[config.mk]
export PLATFORM = sky130hd
export DESIGN_NAME = pms_mode_seq
export DESIGN_NICKNAME = d
export VERILOG_FILES = /design/src/rtl/pms_pkg.sv /design/src/rtl/pms_tick_gen.sv /design/src/rtl/pms_delay_timer.sv /design/src/rtl/pms_fsm.sv /design/src/rtl/pms_out_decode.sv /design/src/rtl/pms_mode_seq.sv
export SDC_FILE = /design/constraint.sdc
export NUM_CORES = 1
export LEC_CHECK = 0
export BUFFER_PORTS_ARGS = -buffer_cell sky130_fd_sc_hd__buf_2
export CAP_MARGIN = 10
export CORE_ASPECT_RATIO = 0.5
export CORE_MARGIN = 2
export CORE_UTILIZATION = 45
export DETAILED_ROUTE_END_ITERATION = 8
export PLACE_DENSITY = 0.64
export RECOVER_POWER = 25
export SYNTH_ARGS = -nofsm -noshare
export SYNTH_HDL_FRONTEND = slang
export SYNTH_SLANG_ARGS = --single-unit
[constraint.sdc]
create_clock -name clk -period 3 [get_ports clk]
set_input_delay 0.45 -clock clk [delete_from_list [all_inputs] [get_ports clk]]
set_output_delay 0.45 -clock clk [all_outputs]
set_load 0.02 [all_outputs]
[src/rtl/pms_pkg.sv]
package pms_pkg;

  typedef enum logic [2:0] {
    PM_RESET    = 3'd0,
    PM_STANDBY  = 3'd1,
    PM_STARTUP  = 3'd2,
    PM_BOOST_SS = 3'd3,
    PM_NORMAL   = 3'd4
  } pm_mode_e;

  typedef struct packed {
    logic regs_reset;
    logic bias_en;
    logic osc_ready;
    logic boost_run;
    logic boost_pfm;
  } pm_ctl_t;

endpackage

[src/rtl/pms_tick_gen.sv]
module pms_tick_gen #(
  parameter int unsigned TICK_DIV = 50000
) (
  input  logic clk,
  input  logic rst_n,
  input  logic clr_i,
  output logic tick_o
);
  localparam int unsigned PW   = (TICK_DIV > 1) ? $clog2(TICK_DIV) : 1;
  localparam logic [PW-1:0] LAST = PW'(TICK_DIV - 1);

  logic [PW-1:0] pcnt_q;

  assign tick_o = (pcnt_q == LAST) && !clr_i;

  always_ff @(posedge clk or negedge rst_n) begin
    if (!rst_n)                pcnt_q <= '0;
    else if (clr_i || tick_o)  pcnt_q <= '0;
    else                       pcnt_q <= pcnt_q + 1'b1;
  end

  // the prescaler never runs past its wrap value
  a_r3_prescale_bound: assert property (@(posedge clk) disable iff (!rst_n)
    pcnt_q <= LAST);

endmodule

[src/rtl/pms_delay_timer.sv]
module pms_delay_timer #(
  parameter int unsigned CW = 4
) (
  input  logic          clk,
  input  logic          rst_n,
  input  logic          clr_i,
  input  logic          tick_i,
  input  logic [CW-1:0] limit_i,
  output logic          done_o
);
  logic [CW-1:0] cnt_q;

  assign done_o = (cnt_q == limit_i);

  always_ff @(posedge clk or negedge rst_n) begin
    if (!rst_n)                   cnt_q <= '0;
    else if (clr_i)               cnt_q <= '0;
    else if (tick_i && !done_o)   cnt_q <= cnt_q + 1'b1;
  end

  // a cleared count restarts from zero at the next edge
  a_r3_clear_restarts: assert property (@(posedge clk) disable iff (!rst_n)
    clr_i |=> (cnt_q == '0));

  // the count moves only on a tick
  a_r5_step_on_tick: assert property (@(posedge clk) disable iff (!rst_n)
    (!clr_i && !tick_i) |=> $stable(cnt_q));

endmodule

[src/rtl/pms_fsm.sv]
module pms_fsm
  import pms_pkg::*;
(
  input  logic     clk,
  input  logic     rst_n,
  input  logic     por_i,
  input  logic     therm_i,
  input  logic     stby_n_i,
  input  logic     boost_en_i,
  input  logic     done_i,
  output pm_mode_e state_o,
  output logic     boost_up_o,
  output logic     tclr_o
);
  pm_mode_e state_q, state_d;
  logic     boost_up_q, boost_up_d;
  logic     active;

  assign active = (state_q == PM_STARTUP) || (state_q == PM_BOOST_SS) ||
                  (state_q == PM_NORMAL);

  always_comb begin
    state_d = state_q;
    if (por_i) begin
      state_d = PM_RESET;
    end else if (active && !stby_n_i) begin
      state_d = PM_STANDBY;
    end else if (active && therm_i) begin
      state_d = PM_STARTUP;
    end else begin
      case (state_q)
        PM_RESET:    state_d = PM_STANDBY;
        PM_STANDBY:  state_d = stby_n_i ? PM_STARTUP : PM_STANDBY;
        PM_STARTUP:  if (done_i) state_d = boost_en_i ? PM_BOOST_SS : PM_NORMAL;
        PM_BOOST_SS: if (!boost_en_i || done_i) state_d = PM_NORMAL;
        PM_NORMAL:   if (boost_en_i && !boost_up_q) state_d = PM_BOOST_SS;
        default:     state_d = PM_RESET;
      endcase
    end
  end

  assign boost_up_d = (state_d == PM_NORMAL) && boost_en_i &&
                      ((state_q == PM_BOOST_SS) ||
                       ((state_q == PM_NORMAL) && boost_up_q));

  assign tclr_o = (state_d != state_q) || ((state_q == PM_STARTUP) && therm_i);

  always_ff @(posedge clk or negedge rst_n) begin
    if (!rst_n) begin
      state_q    <= PM_RESET;
      boost_up_q <= 1'b0;
    end else begin
      state_q    <= state_d;
      boost_up_q <= boost_up_d;
    end
  end

  assign state_o    = state_q;
  assign boost_up_o = boost_up_q;

  a_r1_por_to_reset: assert property (@(posedge clk) disable iff (!rst_n)
    por_i |=> (state_q == PM_RESET));

  a_r2_standby_holds: assert property (@(posedge clk) disable iff (!rst_n)
    (!por_i && !stby_n_i && (state_q == PM_STANDBY)) |=> (state_q == PM_STANDBY));

  a_r4_fault_to_startup: assert property (@(posedge clk) disable iff (!rst_n)
    (!por_i && stby_n_i && therm_i &&
     ((state_q == PM_BOOST_SS) || (state_q == PM_NORMAL))) |=> (state_q == PM_STARTUP));

  a_r7_boost_drop: assert property (@(posedge clk) disable iff (!rst_n)
    !boost_en_i |=> !boost_up_q);

  a_r8_boost_relaunch: assert property (@(posedge clk) disable iff (!rst_n)
    (!por_i && stby_n_i && !therm_i && boost_en_i && !boost_up_q &&
     (state_q == PM_NORMAL)) |=> (state_q == PM_BOOST_SS));

  a_r10_standby_exit: assert property (@(posedge clk) disable iff (!rst_n)
    (!por_i && !stby_n_i && active) |=> (state_q == PM_STANDBY));

endmodule

[src/rtl/pms_out_decode.sv]
module pms_out_decode
  import pms_pkg::*;
(
  input  pm_mode_e state_i,
  input  logic     boost_up_i,
  input  logic     pfm_sel_i,
  output pm_ctl_t  ctl_o
);
  always_comb begin
    ctl_o = '0;
    case (state_i)
      PM_RESET:    ctl_o.regs_reset = 1'b1;
      PM_STARTUP:  ctl_o.bias_en    = 1'b1;
      PM_BOOST_SS: begin
        ctl_o.bias_en   = 1'b1;
        ctl_o.osc_ready = 1'b1;
        ctl_o.boost_run = 1'b1;
        ctl_o.boost_pfm = 1'b1;
      end
      PM_NORMAL: begin
        ctl_o.bias_en   = 1'b1;
        ctl_o.osc_ready = 1'b1;
        ctl_o.boost_run = boost_up_i;
        ctl_o.boost_pfm = boost_up_i && pfm_sel_i;
      end
      default: ctl_o = '0;
    endcase
  end
endmodule

[src/rtl/pms_mode_seq.sv]
module pms_mode_seq
  import pms_pkg::*;
#(
  parameter int unsigned TICK_DIV     = 50000,
  parameter int unsigned STARTUP_MS   = 10,
  parameter int unsigned SOFTSTART_MS = 10
) (
  input  logic       clk,
  input  logic       rst_ext_n,
  input  logic       por_active,
  input  logic       therm_fault,
  input  logic       stby_n,
  input  logic       boost_en,
  input  logic       pfm_sel,
  output logic [2:0] mode_o,
  output logic       regs_reset,
  output logic       bias_en,
  output logic       osc_ready,
  output logic       boost_run,
  output logic       boost_pfm
);
  localparam int unsigned MAX_MS = (STARTUP_MS > SOFTSTART_MS) ? STARTUP_MS : SOFTSTART_MS;
  localparam int unsigned CW     = (MAX_MS > 0) ? $clog2(MAX_MS + 1) : 1;

  pm_mode_e      state;
  logic          boost_up;
  logic          tclr;
  logic          tick;
  logic          done;
  logic [CW-1:0] limit;
  pm_ctl_t       ctl;

  assign limit = (state == PM_STARTUP) ? CW'(STARTUP_MS) : CW'(SOFTSTART_MS);

  pms_tick_gen #(.TICK_DIV(TICK_DIV)) u_tick (
    .clk    (clk),
    .rst_n  (rst_ext_n),
    .clr_i  (tclr),
    .tick_o (tick)
  );

  pms_delay_timer #(.CW(CW)) u_timer (
    .clk     (clk),
    .rst_n   (rst_ext_n),
    .clr_i   (tclr),
    .tick_i  (tick),
    .limit_i (limit),
    .done_o  (done)
  );

  pms_fsm u_fsm (
    .clk        (clk),
    .rst_n      (rst_ext_n),
    .por_i      (por_active),
    .therm_i    (therm_fault),
    .stby_n_i   (stby_n),
    .boost_en_i (boost_en),
    .done_i     (done),
    .state_o    (state),
    .boost_up_o (boost_up),
    .tclr_o     (tclr)
  );

  pms_out_decode u_dec (
    .state_i    (state),
    .boost_up_i (boost_up),
    .pfm_sel_i  (pfm_sel),
    .ctl_o      (ctl)
  );

  assign mode_o     = state;
  assign regs_reset = ctl.regs_reset;
  assign bias_en    = ctl.bias_en;
  assign osc_ready  = ctl.osc_ready;
  assign boost_run  = ctl.boost_run;
  assign boost_pfm  = ctl.boost_pfm;

  // soft-start is always entered in PFM with the converter running
  a_r5_ss_entry_pfm: assert property (@(posedge clk) disable iff (!rst_ext_n)
    ($rose(boost_run) && (state == PM_BOOST_SS)) |-> boost_pfm);

  // normal entered straight from startup leaves the converter off
  a_r9_direct_normal: assert property (@(posedge clk) disable iff (!rst_ext_n)
    ($past(state) == PM_STARTUP && state == PM_NORMAL) |-> !boost_run);

endmodule

Yosys cells after proc, flatten, opt, wreduce, memory -nomap -nowiden
Cells that the tools add are included.
Widths: inputs -> output; s select.

storage, ports and cells
  ROM bits = 0
  output and inout port bits = 8
  bits in writable memories = 0
  register bits after elaboration = 24
  latch bits = 0
  memories kept = 0
  bits of input ports = 7
  word-level logic and storage cells = 53

cells by class
  bitwise logic cells = 0
  equal/unequal tests = 8
  shift operators = 0
  div/mod/pow operators = 0
  muxes and demuxes = 15
  order comparisons = 0
  reductions and logical operators = 24
  add/subtract/negate cells = 2
  $mul = 0

operators by type and width
  operator               number
  $mux 3                 7
  $add 16x1->16 const B  1
  $eq 16x16->1 const B   1
  $mux 16                1
  $pmux 3 s5             1
  $logic_and 1x1->1      10
  $mux 4                 2
  $eq 3x2->1 const B     2
  $eq 3x3->1 const B     2
  $logic_or 1x1->1       6
  $pmux 3 s2             1
  $logic_not 1->1        5
  $add 4x1->4 const B    1
  $eq 4x4->1 const B     1
  $eq 3x1->1 const B     1
  $logic_not 3->1        1
  $ne 3x3->1             1
  $reduce_or 3->1        1
  $mux 1                 2
  $mux 2                 1
  $reduce_bool 2->1      1

Longest topological paths before layout
  word-level depth = 14
  gate-level depth with buffers = 8
  mapped depth without buffers = 7

Cells and area by module
From an unflattened synthesis, not the netlist that was laid out.

second synthesis, totals
  cell total of the unflattened synthesis = 159
  area, all modules = 1539.0 um2

modules (own cells, without submodules)
  module           seq. area each (um2)  area each (um2)  instances  cells each
  pms_tick_gen     400.4                 842.1            1          82
  pms_fsm          100.1                 367.9            1          42
  pms_delay_timer  100.1                 264.0            1          23
  pms_out_decode   0.0                   57.6             1          10
  pms_mode_seq     0.0                   7.5              1          2

Worst setup path before layout
OpenSTA, ideal clock, no wires.

  path kind = flip-flop to flip-flop
  start point = register u_timer.cnt_q[0]
  end point = register u_tick.pcnt_q[1]
  stages on the path, launching flop included = 9
  path buffers = 1
  library setup time = 0.124 ns
  arrival = 2.029 ns
  data required time = 2.876 ns
  slack = 0.846 ns
  clock period less this slack = 2.154 ns
  cell sequence = dfrtp_1 -> inv_1 -> ha_1 -> nand3b_4 -> or4b_4 -> a311oi_4 -> xor2_2 -> buf_6 -> nor3b_2

between the ends
  cells in the longest elaborated chain, start to end = 13
  elaborated cells on any way between the ends = 14
  those cells by class = 2 x eq/ne; 7 x mux; 5 x reduce/logical

RTL lines
  element                 line                   RTL
  start, declared         pms_delay_timer.sv:11  logic [CW-1:0] cnt_q;
  start signal, assigned  pms_delay_timer.sv:18  else if (tick_i && !done_o) cnt_q <= cnt_q + 1'b1;
  $eq 4x4->1 (*)          pms_delay_timer.sv:13  assign done_o = (cnt_q == limit_i);
  $logic_or 1x1->1        pms_fsm.sv:35          PM_BOOST_SS: if (!boost_en_i || done_i) state_d = PM_NORMAL;
  $mux 3                  pms_fsm.sv:35
  $pmux 3 s5 (*)          pms_fsm.sv:31          case (state_q)
  $mux 3 (*)              pms_fsm.sv:28          end else if (active && therm_i) begin
  $mux 3 (*)              pms_fsm.sv:26          end else if (active && !stby_n_i) begin
  $mux 3 (*)              pms_fsm.sv:24          if (por_i) begin
  via u_fsm.state_d[0]    pms_fsm.sv:15          pm_mode_e state_q, state_d;
  $ne 3x3->1 (*)          pms_fsm.sv:46          assign tclr_o = (state_d != state_q) || ((state_q == PM_STARTUP) && therm_i);
  $logic_or 1x1->1 (*)    pms_fsm.sv:46
  $logic_not 1->1         pms_tick_gen.sv:14     assign tick_o = (pcnt_q == LAST) && !clr_i;
  $logic_and 1x1->1       pms_tick_gen.sv:14
  $logic_or 1x1->1 (*)    pms_tick_gen.sv:18     else if (clr_i || tick_o) pcnt_q <= '0;
  $mux 16 (*)             pms_tick_gen.sv:18
  end signal, assigned    pms_tick_gen.sv:19     else pcnt_q <= pcnt_q + 1'b1;
  end, declared           pms_tick_gen.sv:12     logic [PW-1:0] pcnt_q;

Mark *: on every way through the listed nets, which the timed path passes. The rest lies on a longest branch.
A chain may end at the register's enable or synchronous reset.

Worst setup path in the final report
  start point = register u_timer.cnt_q[0]
  end point = register u_timer.cnt_q[0]

between the ends
  cells in the longest elaborated chain, start to end = 13
  elaborated cells on any way between the ends = 18
  those cells by class = 1 x add/sub; 2 x eq/ne; 8 x mux; 7 x reduce/logical

RTL lines
  element                             line
  $eq 4x4->1 (*)                      pms_delay_timer.sv:13
  $logic_or 1x1->1                    pms_fsm.sv:35
  $mux 3                              pms_fsm.sv:35
  $pmux 3 s5 (*)                      pms_fsm.sv:31
  $mux 3 (*)                          pms_fsm.sv:28
  $mux 3 (*)                          pms_fsm.sv:26
  $mux 3 (*)                          pms_fsm.sv:24
  via u_fsm.state_d[0]                pms_fsm.sv:15
  $ne 3x3->1 (*)                      pms_fsm.sv:46
  $logic_or 1x1->1 (*)                pms_fsm.sv:46
  $logic_not 1->1                     pms_tick_gen.sv:14
  $logic_and 1x1->1                   pms_tick_gen.sv:14
  $logic_and 1x1->1                   pms_delay_timer.sv:18
  $reduce_bool 2->1 (no source line)  --

Mark *: on every way through the listed nets, which the timed path passes. The rest lies on a longest branch. The select of a mux whose other input is x is not followed.

==> reports/results.ini <==
[outcome]
outcome = complete, no violations

[logic_synthesis]
syn_nets = 170
ys_types = 52
yosysSeqAreaShare = 0.356
synth_ff_type = dfrtp_1
synth_top_cells_by_area = dfrtp_1, nor3_2, xnor2_1, xor2_1, nand2_1
synth_area_um2 = 1690
synth_top_area_frac = 0.356
synth.largest_area_cell = dfrtp_1
synth_area_per_cell_um2 = 10.5
synthArstFlopShare = 1.00
synth_cells = 160
synth_warnings = 0
synth_seq_cells = 24
synth-edff-count = 0

[worst_setup_path]
crit_slowest_cell = or4b_4
path_class = register to register
cp_data_required_time_ps = 3150
worst_ep_arrival_time_ps = 2600
cp_slowest_stage_delay_ps = 540
start_kind = register
crit_chain = inv_1, ha_1, nand3b_4, or4b_4, a311oi_4, xor2_2, buf_4, nor3_2
rrSetupSlack_ps = 560
end_kind = register
critPathMaxFanout = 20

[clocking]
clock_sinks = 24
cts_tree = built
cts_max_level = 1
insertion_delay_ps = 270
numCtsBuffers = 3
ctsResizeCount = 0
cts.clk_slew.worst_paths_ps = 90
hold_buffers = 0
root_buffer = clkbuf_8
post-cts-setup-buffer-count = 0
clock_path_buffers = 2

[routing]
drtIter0Drc = 32
viasPerCell = 5.54
drc = 0
num_vias = 1240
dr.pass1.iters = 4
wire_per_inst_um = 14.4
drtAntennaViolNets = 0
finalWirelength_um = 3220

[placed_design]
place.gp.congestion = 0.790
portBuffers = 14
dp_hpwl_um = 2230
placed_cells = 220

[floorplan]
core_um2 = 3510
initial_core_util = 0.480
die_width_um = 90.5
ios = 15
die_h_um = 47.3
die_area_um2 = 4280
placementRows = 15

[global_routing]
grt_max_degree = 25
grt_pass1_wl_um = 5630
grt_pass1_vias = 1165
grt_usage = 0.170
grt_overflow = 0
antenna_found_initial = 0

[layout]
area_growth_pct = 9.28
finalNonFillerCells = 224
layout.nets = 184
utilization = 0.525
diodes = 0
fillCellCount = 317
drive_gt1_frac = 0.295

[timing]
worst_pin_slew_ps = 1360
max-slew-margin-rel = 0.0962
rsz0062_at_grt = no
setup_violations = 0
fin_crit_sh = 0.815
tns_ps = 0
skew_ps = 1.66
min_period_ps = 2440
maxSlewViolCount = 0
hold_ws_ps = 464
max_freq_mhz = 409
hold_viol = 0

[worst_hold_path]
min_path_type = input pin to register

[power]
peakVddDrop_mv = 0.239
power.leakage_uw = 0.000796
p_per_area_nw_per_um2 = 466

[run]
cap_violations = 0

==> final cells by class <==
type	instances	area (um^2)	area share
repair buffers	16	83.8	0.0455
clock inverters	1	30.0	0.0163
flip-flops and latches	24	601	0.326
well taps	51	63.8	0.0346
clock buffers	3	41.3	0.0224
multi-input cells	124	1000	0.545
inverters	5	18.8	0.0102
==> worst paths after layout <==
check,to,start,depth (start not counted)
setup / recovery,u_timer.cnt_q[0],u_timer.cnt_q[0],8
hold / removal,u_fsm.state_o[1],por_active,2
hold reg to reg,u_tick.pcnt_q[0],u_tick.pcnt_q[0],1
max in group asynchronous,u_fsm.state_o[0],rst_ext_n,1
setup reg to reg,u_timer.cnt_q[0],u_timer.cnt_q[0],8
min in group asynchronous,u_tick.pcnt_q[8],rst_ext_n,1
==> power breakdown <==
part           internal [uW]  switching (uW)  leakage, uW
clock network            179             110    0.0000357
logic                   68.4             136     0.000429
registers                340            24.9     0.000331
==> cells in the mapped netlist, types with 2 or more instances <==
| cell type | instances |
|---|---|
| inv_1 | 5 |
| nand2b_1 | 3 |
| o21ai_0 | 2 |
| clkbuf_1 | 2 |
| dfrtp_1 | 24 |
| a31oi_1 | 3 |
| nand2_1 | 12 |
| nor2_1 | 5 |
| o21a_1 | 2 |
| and3_1 | 2 |
| a21oi_1 | 3 |
| or4bb_1 | 2 |
| xnor2_1 | 9 |
| buf_6 | 3 |
| nand4_1 | 6 |
| ha_1 | 3 |
| nor3b_1 | 2 |
| nand3_1 | 8 |
| xor2_1 | 8 |
| and2b_1 | 2 |
| nor3_2 | 18 |
| nor2b_1 | 2 |
| nor3_1 | 4 |
| or4b_1 | 2 |
==> logic make-up after synthesis <==
| kind of cell | count (synthesis) | synth area share |
|---|---|---|
| AO/OA/AOI/OAI | 19 | 0.0965 |
| adder cells (fa/ha/maj) | 3 | 0.0223 |
| flip-flops | 24 | 0.356 |
| buffers and inverters | 12 | 0.0483 |
| AND/OR/NAND/NOR | 84 | 0.379 |
| XOR/XNOR | 18 | 0.0980 |
==> worst max-delay path, delay by kind of cell (launching register included) <==
kind / cells / cell delay (ps)
adder cells (fa/ha/maj): 1 / 240
buffers and inverters: 2 / 430
flip-flops: 1 / 410
XOR/XNOR: 1 / 160
AO/OA/AOI/OAI: 1 / 330
AND/OR/NAND/NOR: 3 / 740
==> layer usage <==
layer  GRT usage  routed length (um)
met5           0                   0
met4      0.0400                  14
met3      0.0498                 138
met2       0.272                1430
met1       0.234                1630
==> flip-flops by register name, indices dropped and copies added, names as in the netlist <==
| name | flops |
|---|---|
| u_fsm.boost_up_o | 1 |
| u_tick.pcnt_q | 16 |
| u_timer.cnt_q | 4 |
| u_fsm.state_o | 3 |
==> stage by stage <==
step	setup slack [ps]	cell area, um^2	total power, uW
floorplan	846	1690	540
finish	556	1840	859
global route	368	1840	909
detailed placement	573	1770	577
global placement	565	1770	575
CTS	554	1840	868
==> cell usage in the layout (no fill, tap or decap), drive strengths merged, types with 3 or more instances in the layout <==
cell    instances
dfrtp          24
nor3           22
buf            15
nand2          12
xnor2           9
nand3           9
xor2            9
nand4           7
nor2            6
inv             5
nand2b          4
clkbuf          4
a31oi           3
a21oi           3
ha              3
nor3b           3
or4b            3
or4bb           3
Note: power is estimated with default switching activity, not from simulation.
